[config.mk]
export PLATFORM = sky130hd
export DESIGN_NAME = i2c_bus_phase_gen
export DESIGN_NICKNAME = d
export VERILOG_FILES = /design/src/rtl/i2c_tmr_pkg.sv /design/src/rtl/i2c_line_filter.sv /design/src/rtl/i2c_phase_counter.sv /design/src/rtl/i2c_bus_phase_gen.sv
export SDC_FILE = /design/constraint.sdc
export NUM_CORES = 1
export LEC_CHECK = 0
export BUFFER_PORTS_ARGS = -buffer_cell sky130_fd_sc_hd__buf_4
export CORE_UTILIZATION = 55
export CTS_CLUSTER_DIAMETER = 60
export CTS_CLUSTER_SIZE = 10
export DETAILED_ROUTE_END_ITERATION = 16
export GPL_ROUTABILITY_DRIVEN = 0
export PLACE_DENSITY_LB_ADDON = 0.05
export SYNTH_ARGS = -nofsm -noshare
export SYNTH_HDL_FRONTEND = slang
export SYNTH_HIERARCHICAL = 1
export SYNTH_SLANG_ARGS = --single-unit
[constraint.sdc]
create_clock -name clk -period 9.92 [get_ports clk]
set_input_delay 2.976 -clock clk [delete_from_list [all_inputs] [get_ports clk]]
set_output_delay 2.976 -clock clk [all_outputs]
set_load 0.01 [all_outputs]
[src/rtl/i2c_tmr_pkg.sv]
// Shared step codes and phase encoding for the I2C bus phase generator.
// Assumes: step codes are fixed by the transaction engine interface.
package i2c_tmr_pkg;
    typedef enum logic [2:0] {
        OP_START   = 3'd0,
        OP_STOP    = 3'd1,
        OP_RESTART = 3'd2,
        OP_WRITE   = 3'd3,
        OP_READ    = 3'd4
    } step_op_e;

    typedef enum logic [2:0] {
        PH_IDLE,
        PH_SU,
        PH_HD,
        PH_LHOLD,
        PH_LDRV,
        PH_LSET,
        PH_HWAIT,
        PH_HCNT
    } phase_e;
endpackage

[src/rtl/i2c_line_filter.sv]
// Synchronizes one bus line and rejects pulses shorter than filt_len+1 cycles.
// Assumes: filt_len is static while the bus is active; released level is 1.
module i2c_line_filter #(
    parameter int SYNC_STAGES = 2,
    parameter int FILT_W      = 3
) (
    input  logic              clk,
    input  logic              rst_n,
    input  logic [FILT_W-1:0] filt_len,
    input  logic              line_in,
    output logic              line_out
);
    logic              sync_out;
    logic [FILT_W-1:0] run_cnt;
    logic              out_q;

    generate
        if (SYNC_STAGES > 1) begin : g_chain
            logic [SYNC_STAGES-1:0] sync_q;
            // shift the raw level through the synchronizer chain
            always_ff @(posedge clk) begin
                if (!rst_n) sync_q <= '1;
                else        sync_q <= {sync_q[SYNC_STAGES-2:0], line_in};
            end
            assign sync_out = sync_q[SYNC_STAGES-1];
        end else begin : g_single
            logic sync_q;
            // single capture flop
            always_ff @(posedge clk) begin
                if (!rst_n) sync_q <= 1'b1;
                else        sync_q <= line_in;
            end
            assign sync_out = sync_q;
        end
    endgenerate

    // accept a new level only after it persisted long enough
    always_ff @(posedge clk) begin
        if (!rst_n) begin
            out_q   <= 1'b1;
            run_cnt <= '0;
        end else if (sync_out != out_q) begin
            if (run_cnt == filt_len) begin
                out_q   <= sync_out;
                run_cnt <= '0;
            end else begin
                run_cnt <= run_cnt + 1'b1;
            end
        end else begin
            run_cnt <= '0;
        end
    end

    assign line_out = out_q;

    AST_FILT_PERSIST: assert property (@(posedge clk) disable iff (!rst_n)
        !$stable(out_q) |-> ($past(run_cnt) == $past(filt_len)));
endmodule

[src/rtl/i2c_phase_counter.sv]
// Prescaled down-counter that times one bus phase; restarts on load.
// Assumes: prescale is static during a phase. expire marks the last cycle.
module i2c_phase_counter #(
    parameter int PRE_W = 8,
    parameter int CNT_W = 8
) (
    input  logic             clk,
    input  logic             rst_n,
    input  logic [PRE_W-1:0] prescale,
    input  logic             load,
    input  logic [CNT_W-1:0] load_val,
    output logic             expire
);
    logic [PRE_W-1:0] pre_q;
    logic [CNT_W-1:0] cnt_q;
    logic             tick;

    assign tick   = (pre_q == prescale);
    assign expire = tick && (cnt_q == '0);

    // prescaler and tick counter; both restart on a phase load
    always_ff @(posedge clk) begin
        if (!rst_n) begin
            pre_q <= '0;
            cnt_q <= '0;
        end else if (load) begin
            pre_q <= '0;
            cnt_q <= load_val;
        end else if (tick) begin
            pre_q <= '0;
            if (cnt_q != '0) cnt_q <= cnt_q - 1'b1;
        end else begin
            pre_q <= pre_q + 1'b1;
        end
    end

    AST_CNT_STEP: assert property (@(posedge clk) disable iff (!rst_n)
        (!load && tick && cnt_q != '0) |=> (cnt_q == $past(cnt_q) - 1'b1));
    AST_PRE_HOLD: assert property (@(posedge clk) disable iff (!rst_n)
        (!load && !tick) |=> $stable(cnt_q));
endmodule

[src/rtl/i2c_bus_phase_gen.sv]
// I2C bus phase generator: turns one step request into timed SCL/SDA phases.
// Assumes: pads are open drain (oe=1 pulls low); cfg inputs static per step.
module i2c_bus_phase_gen
    import i2c_tmr_pkg::*;
#(
    parameter int PRE_W  = 8,
    parameter int CNT_W  = 8,
    parameter int FILT_W = 3,
    parameter int SYNC_N = 2
) (
    input  logic              clk,
    input  logic              rst_n,
    input  logic [PRE_W-1:0]  cfg_prescale,
    input  logic [FILT_W-1:0] cfg_filt,
    input  logic [CNT_W-1:0]  cfg_start_su,
    input  logic [CNT_W-1:0]  cfg_start_hd,
    input  logic [CNT_W-1:0]  cfg_stop_su,
    input  logic [CNT_W-1:0]  cfg_dat_su,
    input  logic [CNT_W-1:0]  cfg_dat_hd,
    input  logic [CNT_W-1:0]  cfg_scl_low,
    input  logic [CNT_W-1:0]  cfg_scl_high,
    input  logic [CNT_W-1:0]  cfg_rel,
    input  logic              step_valid,
    input  logic [2:0]        step_op,
    input  logic              step_bit,
    output logic              step_ready,
    output logic              step_done,
    output logic              rx_bit,
    input  logic              scl_in,
    input  logic              sda_in,
    output logic              scl_oe,
    output logic              sda_oe
);
    localparam int LINES = 2;

    phase_e           phase_q, phase_d;
    step_op_e         op_q, op_in;
    logic             bit_q;
    logic             scl_low_q, sda_low_q, done_q, rx_q;
    logic             load;
    logic [CNT_W-1:0] load_val;
    logic             expire;
    logic             legal, accept;
    logic             new_sda_low;
    logic [LINES-1:0] raw_lines, seen_lines;
    logic             scl_seen, sda_seen;

    assign raw_lines = {sda_in, scl_in};

    generate
        for (genvar li = 0; li < LINES; li++) begin : g_filt
            i2c_line_filter #(.SYNC_STAGES(SYNC_N), .FILT_W(FILT_W)) u_filt (
                .clk      (clk),
                .rst_n    (rst_n),
                .filt_len (cfg_filt),
                .line_in  (raw_lines[li]),
                .line_out (seen_lines[li])
            );
        end
    endgenerate

    assign scl_seen = seen_lines[0];
    assign sda_seen = seen_lines[1];

    i2c_phase_counter #(.PRE_W(PRE_W), .CNT_W(CNT_W)) u_cnt (
        .clk      (clk),
        .rst_n    (rst_n),
        .prescale (cfg_prescale),
        .load     (load),
        .load_val (load_val),
        .expire   (expire)
    );

    // decide whether the requested step fits the current bus ownership
    always_comb begin
        op_in = step_op_e'(step_op);
        case (op_in)
            OP_START:                            legal = !scl_low_q;
            OP_STOP, OP_RESTART, OP_WRITE, OP_READ: legal = scl_low_q;
            default:                             legal = 1'b0;
        endcase
        accept = step_valid && (phase_q == PH_IDLE) && legal;
    end

    // SDA level requested for the data part of the low phase
    always_comb begin
        case (op_q)
            OP_WRITE: new_sda_low = !bit_q;
            OP_STOP:  new_sda_low = 1'b1;
            default:  new_sda_low = 1'b0;
        endcase
    end

    // next phase and the count loaded on entry to it
    always_comb begin
        phase_d  = phase_q;
        load     = 1'b0;
        load_val = '0;
        case (phase_q)
            PH_IDLE: if (accept) begin
                load = 1'b1;
                if (op_in == OP_START) begin
                    phase_d  = PH_SU;
                    load_val = cfg_start_su;
                end else begin
                    phase_d  = PH_LHOLD;
                    load_val = cfg_dat_hd;
                end
            end
            PH_SU: if (expire) begin
                phase_d  = PH_HD;
                load     = 1'b1;
                load_val = cfg_start_hd;
            end
            PH_HD: if (expire) phase_d = PH_IDLE;
            PH_LHOLD: if (expire) begin
                phase_d  = PH_LDRV;
                load     = 1'b1;
                load_val = (op_q == OP_RESTART) ? cfg_rel : cfg_scl_low;
            end
            PH_LDRV: if (expire) begin
                phase_d  = PH_LSET;
                load     = 1'b1;
                load_val = cfg_dat_su;
            end
            PH_LSET: if (expire) phase_d = PH_HWAIT;
            PH_HWAIT: if (scl_seen) begin
                phase_d  = PH_HCNT;
                load     = 1'b1;
                case (op_q)
                    OP_STOP:    load_val = cfg_stop_su;
                    OP_RESTART: load_val = cfg_start_su;
                    default:    load_val = cfg_scl_high;
                endcase
            end
            PH_HCNT: if (expire) begin
                if (op_q == OP_RESTART) begin
                    phase_d  = PH_HD;
                    load     = 1'b1;
                    load_val = cfg_start_hd;
                end else begin
                    phase_d = PH_IDLE;
                end
            end
            default: phase_d = PH_IDLE;
        endcase
    end

    // phase register and the latched step
    always_ff @(posedge clk) begin
        if (!rst_n) begin
            phase_q <= PH_IDLE;
            op_q    <= OP_START;
            bit_q   <= 1'b0;
        end else begin
            phase_q <= phase_d;
            if (accept) begin
                op_q  <= op_in;
                bit_q <= step_bit;
            end
        end
    end

    // line enables, done pulse and sampled bit, updated at phase ends
    always_ff @(posedge clk) begin
        if (!rst_n) begin
            scl_low_q <= 1'b0;
            sda_low_q <= 1'b0;
            done_q    <= 1'b0;
            rx_q      <= 1'b0;
        end else begin
            done_q <= 1'b0;
            case (phase_q)
                PH_SU:    if (expire) sda_low_q <= 1'b1;
                PH_HD:    if (expire) begin
                    scl_low_q <= 1'b1;
                    done_q    <= 1'b1;
                end
                PH_LHOLD: if (expire) sda_low_q <= new_sda_low;
                PH_LSET:  if (expire) scl_low_q <= 1'b0;
                PH_HCNT:  if (expire) begin
                    case (op_q)
                        OP_RESTART: sda_low_q <= 1'b1;
                        OP_STOP: begin
                            sda_low_q <= 1'b0;
                            done_q    <= 1'b1;
                        end
                        default: begin
                            scl_low_q <= 1'b1;
                            done_q    <= 1'b1;
                            rx_q      <= sda_seen;
                        end
                    endcase
                end
                default: ;
            endcase
        end
    end

    assign scl_oe     = scl_low_q;
    assign sda_oe     = sda_low_q;
    assign step_done  = done_q;
    assign rx_bit     = rx_q;
    assign step_ready = (phase_q == PH_IDLE);

    AST_SDA_MOVES_LOW: assert property (@(posedge clk) disable iff (!rst_n)
        (!$stable(sda_low_q) && $past(phase_q) != PH_SU && $past(phase_q) != PH_HCNT)
        |-> $past(scl_low_q));
    AST_STRETCH_WAIT: assert property (@(posedge clk) disable iff (!rst_n)
        (phase_q == PH_HWAIT && !scl_seen) |=> (phase_q == PH_HWAIT && !scl_low_q));
    AST_DONE_PULSE: assert property (@(posedge clk) disable iff (!rst_n)
        step_done |=> !step_done);
    AST_IGNORE_STEP: assert property (@(posedge clk) disable iff (!rst_n)
        (phase_q == PH_IDLE && step_valid && !legal)
        |=> (phase_q == PH_IDLE && $stable(scl_low_q) && $stable(sda_low_q) && !step_done));
endmodule

== Word level (Yosys, flattened, before mapping) ==
Index checks and enable logic that the tools add are counted.

* $add $sub $neg: 4
* Equality and inequality tests: 29
* Bitwise logic cells: 4
* Reductions and logical operators: 26
* Muxes and demuxes: 45

{| class="wikitable"
|+ Operator list
! kind !! number
|-
| 8-bit two-way mux || 12
|-
| 8-bit case mux with 6 select lines || 1
|-
| 3-bit two-way mux || 8
|-
| 3-bit case mux with 8 select lines || 1
|-
| 3-bit by 2-bit == test with 1-bit output, second input constant || 6
|-
| 8-bit case mux with 2 select lines || 1
|-
| 3-bit == test, second input constant || 5
|-
| 2-bit != test, second input constant || 7
|-
| 1-bit two-way mux || 13
|-
| 3-bit OR reduction || 4
|-
| 5-bit AND reduction || 2
|-
| 3-bit by 1-bit == test with 1-bit output, second input constant || 3
|-
| 8-bit by 1-bit adder with 8-bit output, second input constant || 1
|-
| 8-bit == test || 1
|-
| 8-bit logical NOT || 1
|-
| 1-bit case mux with 2 select lines || 4
|-
| 8-bit AND reduction || 1
|-
| 8-bit nonzero test || 1
|-
| 8-bit by 1-bit subtractor with 8-bit output, second input constant || 1
|-
| 3-bit by 1-bit adder with 3-bit output, second input constant || 2
|-
| 3-bit == test || 2
|-
| 3-bit logical NOT || 2
|-
| 1-bit case mux with 3 select lines || 2
|-
| 2-bit AND reduction || 3
|-
| other kinds (13) || 24
|}

* Bits of input ports: 84
* Word-level logic and storage cells: 123
* Register bits after elaboration: 39
* Output and inout bits: 5

== Longest topological paths before layout ==
Gate-level depths: netlist (run 1).

* Depth in word-level cells: 8
* Depth in mapped cells: 14
* Gate-level depth less buffers: 11

== Cells and area by module ==
The synthesis (run 1) kept the hierarchy.

{| class="wikitable"
|+ By module, submodules not included
! module !! cells an instance !! instances !! sequential area each (um2) !! area an instance (um2)
|-
| i2c_bus_phase_gen || 183 || 1 || 220.2 || 1365.1
|-
| i2c_phase_counter || 108 || 1 || 320.3 || 895.9
|-
| i2c_line_filter || 22 || 2 || 120.1 || 244.0
|}

== Worst setup path before layout (run 1) ==
No wires, ideal clock.

* Path kind: input-to-reg
* Start: input cfg_prescale[3]
* End: register u_cnt.cnt_q[0]
* Data arrival time: 5096 ps
* Stages: 13
* Buffers on the path: 3
* Setup time: 91 ps
* Slack: 4733 ps
* Required time: 9829 ps
* Cells stage by stage: xor2_1 -> nor4_2 -> nand2_1 -> buf_6 -> nor2_1 -> clkbuf_1 -> nand3_1 -> or2_2 -> clkbuf_1 -> o221ai_1 -> a221o_1 -> nor2_1 -> a311oi_1

* Elaborated cells between the ends (all ways): 14
* Classes of those cells: 1 x eq/ne; 9 x mux; 4 x reduce/logical

{| class="wikitable"
|+ RTL lines
! what !! RTL line !! RTL
|-
| from (decl) || i2c_bus_phase_gen.sv:13 || <nowiki>input logic [PRE_W-1:0] cfg_prescale,</nowiki>
|-
| 8-bit == test * || i2c_phase_counter.sv:18 || <nowiki>assign tick = (pre_q == prescale);</nowiki>
|-
| 1-bit logical AND * || i2c_phase_counter.sv:19 || <nowiki>assign expire = tick && (cnt_q == '0);</nowiki>
|-
| via expire || i2c_bus_phase_gen.sv:42 || <nowiki>logic expire;</nowiki>
|-
| 8-bit two-way mux (on tied branches) || -- ||
|-
| 8-bit case mux with 6 select lines * || i2c_bus_phase_gen.sv:99 || <nowiki>case (phase_q)</nowiki>
|-
| via load_val[0] || i2c_bus_phase_gen.sv:41 || <nowiki>logic [CNT_W-1:0] load_val;</nowiki>
|-
| 8-bit two-way mux * || i2c_phase_counter.sv:26 || <nowiki>end else if (load) begin</nowiki>
|-
| to (signal assigned) || i2c_phase_counter.sv:28 || <nowiki>cnt_q <= load_val;</nowiki>
|-
| to (signal assigned) || i2c_phase_counter.sv:31 || <nowiki>if (cnt_q != '0) cnt_q <= cnt_q - 1'b1;</nowiki>
|-
| to (decl) || i2c_phase_counter.sv:15 || <nowiki>logic [CNT_W-1:0] cnt_q;</nowiki>
|}

Mark *: on every way through the listed nets, which the timed path passes. The rest lies on a longest branch.
A chain may end at the register's enable or synchronous reset.

== Worst setup path in the final report (run 1) ==
Same ends and word-level chain as after synthesis.

==> results.cfg, run 1 <==
[critical_path]
critPathMaxStageDelay_ns = 0.81
reg2reg_to = u_cnt/cnt_q[0]$_SDFFE_PN0P_
critPathKind = in -> reg
cpMaxStageDelayCell = nor4bb_2
timing.rr.start = u_cnt/cnt_q[4]$_SDFFE_PN0P_
cp_data_required_time_ns = 10.12
ff2ff_path_depth = 9
path_cells = buf_4 > xor2_1 > nor4_2 > nand2_1 > nor2_1 > nor4bb_2 > nand2_1 > o221ai_1 > a221o_1 > nor2_1 > a311oi_1
reg2reg_setup_slack_ns = 6.74
crit_fanout = 14
critPathLaunchType = input port
worstSetupEndpointType = flip-flop
crit_arrival_ns = 5.78

[logic_synthesis]
synth_cell_types = 55
synth_most_common_cell = dfxtp_1
async_flop_share_pct = 0
yosys_warnings = 6
syn-num-nets = 424
synth.avg_cell_area_um2 = 8.21
synthTopCellsByCount = 39 x dfxtp_1, 29 x nor2_1, 20 x nand2_1, 20 x xor2_1, 19 x o21ai_0
synthDominantCellAreaShare_pct = 28.4
synthFlopType = dfxtp_1
yosysSeqAreaShare_pct = 28.4
yosysTopAreaCell = dfxtp_1
synthTopCellsByArea = dfxtp_1 28%, xor2_1 6.4%, o221ai_1 4.8%
synthesis.instances = 335
synth_area_um2 = 2750
ys_seq_elements = 39
synth_edf_count = 0

[worst_hold_path]
hold_path_depth = 1
hold_path.class = reg -> reg
min_from = g_filt[1].u_filt/g_chain.sync_q[0]$_SDFF_PN1_
hold_end = g_filt[1].u_filt/g_chain.sync_q[1]$_SDFF_PN1_

[placement]
portBuffers = 88
post_dp_cell_area_um2 = 3400
dp.final_hpwl_um = 5830

[detailed_routing]
drt-initial-drc-count = 178
ant_nets = 0
drc = 0
routed_wl_um = 7760
via_per_inst = 6.02
wire_per_inst_um = 16.2
dr_total_vias = 2876
drt_pre_antenna_iters = 5

[timing]
rsz0062_at_grt = false
fin_setup_tns_ns = 0
finalCritPeriodShare_pct = 56.2
clock_skew_ns = 0.0104
hold_viol = 0
final_period_minus_worst_setup_slack_ns = 5.57
drv_slew = 0
finalSetupViolCount = 0
tightest_slew_ns = 0.994
fmax_mhz = 179
slew_headroom_pct = 33.7

[floorplanning]
initial_utilization_pct = 57.8
dieArea_um2 = 5280
core_area_um2 = 4750
rows = 25
pin_count = 89
fp.dieH_um = 72.7
die_w_um = 72.7

[clocking]
root_buffer = clkbuf_8
cts_hold_buf = 0
cts_setup_buffers = 0
cts.sinks = 39
h-tree-depth = 2
cts_buffers = 5
cts_resized = 0
cts_tree = built
clock_latency_ns = 0.30
ctsLongestPathBuffers = 2
clk_pin_slew_ns = 0.07

[grt]
antenna_found_initial = 0
grt_max_degree = 25
grt_pass1_wl_um = 12000
grt-ovfl-total = 0
grt_pass1_vias = 2549
grt_use_total_pct = 29.9

[cells_and_area]
nNetsFinal = 500
drive_gt1_share_pct = 29.2
num_antenna_cells = 0
fillers = 424
final_cell_area_um2 = 3510
multiInputGateArea_um2 = 1840
seq_area_um2 = 781
syn_to_final_growth_pct = 27.9

[status]
outcome = completed

[power]
power_density_nw_per_um2 = 105
ir_worst_vdd_mv = 0.109
p_leak_uw = 0.00145

[job]
cap_violations = 0
critical path: cells and delay by family:
| kind | cells | cell delay (ns) |
|---|---|---|
| AO/OA/AOI/OAI | 3 | 0.48 |
| buffers and inverters | 1 | 0.11 |
| XOR/XNOR | 1 | 0.15 |
| AND/OR/NAND/NOR | 6 | 2.05 |
cells in the final DEF (no fill, tap or decap), drive strengths merged, types with 3 or more instances in the layout:
cell / count
a211oi: 3
a21oi: 8
a221o: 7
a31oi: 8
and2: 4
buf: 88
clkbuf: 5
dfxtp: 39
ha: 5
inv: 11
mux2: 9
mux2i: 10
nand2: 20
nand2b: 7
nand3: 18
nand3b: 5
nand4: 5
nand4b: 3
nor2: 29
nor2b: 9
nor3: 13
o21a: 7
o21ai: 19
o221ai: 15
or2: 3
or3: 5
xnor2: 6
xor2: 20
through the flow:
step                util [%]  total power, µW  hold WS (ns)  worst slack (ns)  cells
global route            73.9              386         0.418              4.06    478
finish                  73.9              370         0.409              4.35    478
global placement        71.6              241         0.389              3.87    471
detailed placement      71.6              243         0.391              3.66    471
CTS                     73.8              371         0.409              3.98    478
floorplan                  -              205         0.386              4.73    335
worst max-delay path by stage:
| stage | from | end | cells past startpoint |
|---|---|---|---|
| after floorplan | cfg_prescale[3] | u_cnt/cnt_q[0]$_SDFFE_PN0P_ | 13 |
| after global placement | cfg_prescale[3] | u_cnt/cnt_q[0]$_SDFFE_PN0P_ | 11 |
| after detailed placement | cfg_prescale[3] | u_cnt/cnt_q[0]$_SDFFE_PN0P_ | 11 |
| after CTS | cfg_prescale[3] | u_cnt/cnt_q[0]$_SDFFE_PN0P_ | 11 |
| after global routing | cfg_prescale[3] | u_cnt/cnt_q[0]$_SDFFE_PN0P_ | 11 |
| final | cfg_prescale[3] | u_cnt/cnt_q[0]$_SDFFE_PN0P_ | 11 |
cell families after synthesis:
family | share of synthesized area, %
buffers and inverters | 4.82
XOR/XNOR | 8.28
flip-flops | 28.4
AND/OR/NAND/NOR | 26.0
adder cells (fa/ha/maj) | 2.28
AO/OA/AOI/OAI | 22.8
multiplexers | 7.33
layout make-up:
type	instances	share of cell area, %
inverters	11	1.17
clock inverters	2	1.07
repair buffers	88	18.8
well taps	67	2.39
flip-flops and latches	39	22.2
clock buffers	5	1.96
multi-input cells	266	52.4
power breakdown:
group | switching (µW) | internal (µW)
Sequential | 6.99 | 161
Combinational | 32.7 | 38.9
Clock | 56.8 | 73.5
per-layer routing:
metal	vias to the layer above	routed length, µm	part of all wire (%)	GRT usage, %
met5	-	0	0	0
met4	0	136	1.8	11.3
met3	14	816	11	6.63
met2	150	3600	46	49.8
met1	1318	3210	41	37.7
li1	1394	-	-	-
registers in the layout, summed over array words and instances, names as in the netlist:
register,flops
u_cnt/cnt_q,8
sda_oe,1
u_cnt/pre_q,8
rx_bit,1
g_filt.u_filt/g_chain.sync_q,4
g_filt.u_filt/line_out,2
step_done,1
bit_q,1
op_q,3
g_filt.u_filt/run_cnt,6
scl_oe,1
phase_q,3
No activity file was read; power rests on OpenSTA's default activity.
==> run 2, diff against run 1 <==
CORE_UTILIZATION = 51   (was 55)
clock period = 5.19 ns   (was 9.92 ns; I/O delays follow)
==> run 2 against run 1 <==
Total power up 95%. Setup slack worse by 3.2 ns. Register-to-register slack worse by 4.6 ns. Largest power group unchanged.
==> results.cfg, run 2 (synthesis gave the netlist of run 1 again) <==
[clocking]
cts_setup_buffers = 0
clk_pin_slew_ns = 0.07
root_buffer = clkbuf_8
cts_resized = 0
ctsLongestPathBuffers = 2
cts_buffers = 5
cts.sinks = 39
h-tree-depth = 2
cts_tree = built
clock_latency_ns = 0.29
cts_hold_buf = 0

[cells_and_area]
mostFrequentLayoutCells = 90 x buf_4, 39 x dfxtp_1, 29 x nor2_1
biggestRegsByFlops = u_cnt/cnt_q x8, u_cnt/pre_q x8, g_filt.u_filt/run_cnt x6
syn_to_final_growth_pct = 28.7
nNetsFinal = 502
drive_gt1_share_pct = 29.5
num_antenna_cells = 0
layout_commonest_cell = buf_4

[critical_path]
critPathMaxStageDelay_ns = 0.51
timing.rr.start = u_cnt/pre_q[5]$_SDFF_PP0_
cpMaxStageDelayCell = nor2_1
crit_fanout = 16
critPathLaunchType = input port
crit_arrival_ns = 4.18
path_cells = buf_4 > xor2_1 > nor4_2 > nand2_1 > nor2_1 > nand2_1 > o22ai_1 > a22oi_1 > nand2_1 > inv_1 > nand3_1 > nor2_1
reg2reg_setup_slack_ns = 2.18
cp_data_required_time_ns = 5.36
ff2ff_path_depth = 11
critPathKind = in -> reg
worstSetupEndpointType = flip-flop
cp-startpoint = cfg_prescale[5]
crit_top_cell = nand2_1

[grt]
grt_pass1_vias = 2562
antenna_found_initial = 0
grt_max_degree = 25
grt-ovfl-total = 0
grt_pass1_wl_um = 11500
grt_use_total_pct = 26.5

[detailed_routing]
drt-initial-drc-count = 171
drc = 0
via_per_inst = 5.76
wire_per_inst_um = 15.3
ant_nets = 0
drt_pre_antenna_iters = 5
routed_wl_um = 7430
dr_total_vias = 2786

[timing]
rsz0062_at_grt = false
fin_setup_tns_ns = 0
hold_viol = 0
final_period_minus_worst_setup_slack_ns = 4.00
tightest_slew_ns = 0.910
finalCritPeriodShare_pct = 77.1
slew_headroom_pct = 39.4
clock_skew_ns = 0.00275
finalSetupViolCount = 0
drv_slew = 0
fmax_mhz = 250

[floorplanning]
core_area_um2 = 5140
rows = 26
fp.dieH_um = 75.4
initial_utilization_pct = 53.5
die_w_um = 75.4
pin_count = 89
dieArea_um2 = 5690

[power]
power_density_nw_per_um2 = 204
ir_worst_vdd_mv = 0.187
p_leak_uw = 0.00148
total_power_uw = 720

[worst_hold_path]
hold_path.class = reg -> reg
hold_path_depth = 1
min_from = g_filt[1].u_filt/g_chain.sync_q[0]$_SDFF_PN1_

[placement]
dp.final_hpwl_um = 5520
portBuffers = 88

[status]
outcome = completed

[job]
cap_violations = 0
-- run 2: worst paths after layout --
check	to
setup reg to reg	u_cnt/pre_q[6]$_SDFF_PP0_
hold / removal	g_filt[1].u_filt/g_chain.sync_q[1]$_SDFF_PN1_
hold reg to reg	g_filt[1].u_filt/g_chain.sync_q[1]$_SDFF_PN1_
setup / recovery	u_cnt/pre_q[6]$_SDFF_PP0_
-- run 2: cell type report --
cell class              count  area [µm²]
flip-flops and latches     39         781
well taps                  70        87.6
repair buffers             90         676
fillers                   452        1600
clock inverters             2        35.0
clock buffers               6        82.6
inverters                  11        41.3
multi-input cells         266        1840
-- run 2: report_power, final --
| part | switching, µW | leakage, µW | total, µW | internal, µW |
|---|---|---|---|---|
| sequential | 12.8 | 0.000317 | 321 | 309 |
| clock | 107 | 0.0000612 | 262 | 156 |
| combinational | 61.9 | 0.00110 | 137 | 74.7 |
| total | 181 | 0.00148 | 720 | 539 |
-- run 2: routing by layer --
| metal | routed length (µm) | global-route usage, % | part of all wire [%] |
|---|---|---|---|
| met1 | 3290 | 34.3 | 44 |
| met2 | 3300 | 43.0 | 44 |
| met5 | 0 | 0 | 0 |
| met4 | 168 | 12.8 | 2.3 |
| met3 | 660 | 4.63 | 8.9 |
-- run 2: worst max-delay path, delay by kind of cell --
family / cells / cell delay, ns
and+or+nand+nor: 7 / 1.88
buffers and inverters: 2 / 0.32
AOI/OAI and AO/OA: 2 / 0.25
xor gates and xnor gates: 1 / 0.15
-- run 2: per-stage QoR --
stage / hold slack [ns] / instances / setup slack [ns] / util, % / area, µm²
after detailed placement: 0.396 / 476 / 0.925 / 66.6 / 3420
after global routing: 0.451 / 484 / 0.808 / 68.8 / 3540
final: 0.416 / 484 / 1.19 / 68.8 / 3540
after CTS: 0.420 / 484 / 1.23 / 68.8 / 3540
after floorplan: 0.386 / 335 / 1.42 / - / 2750
after global placement: 0.395 / 476 / 1.06 / 66.6 / 3420
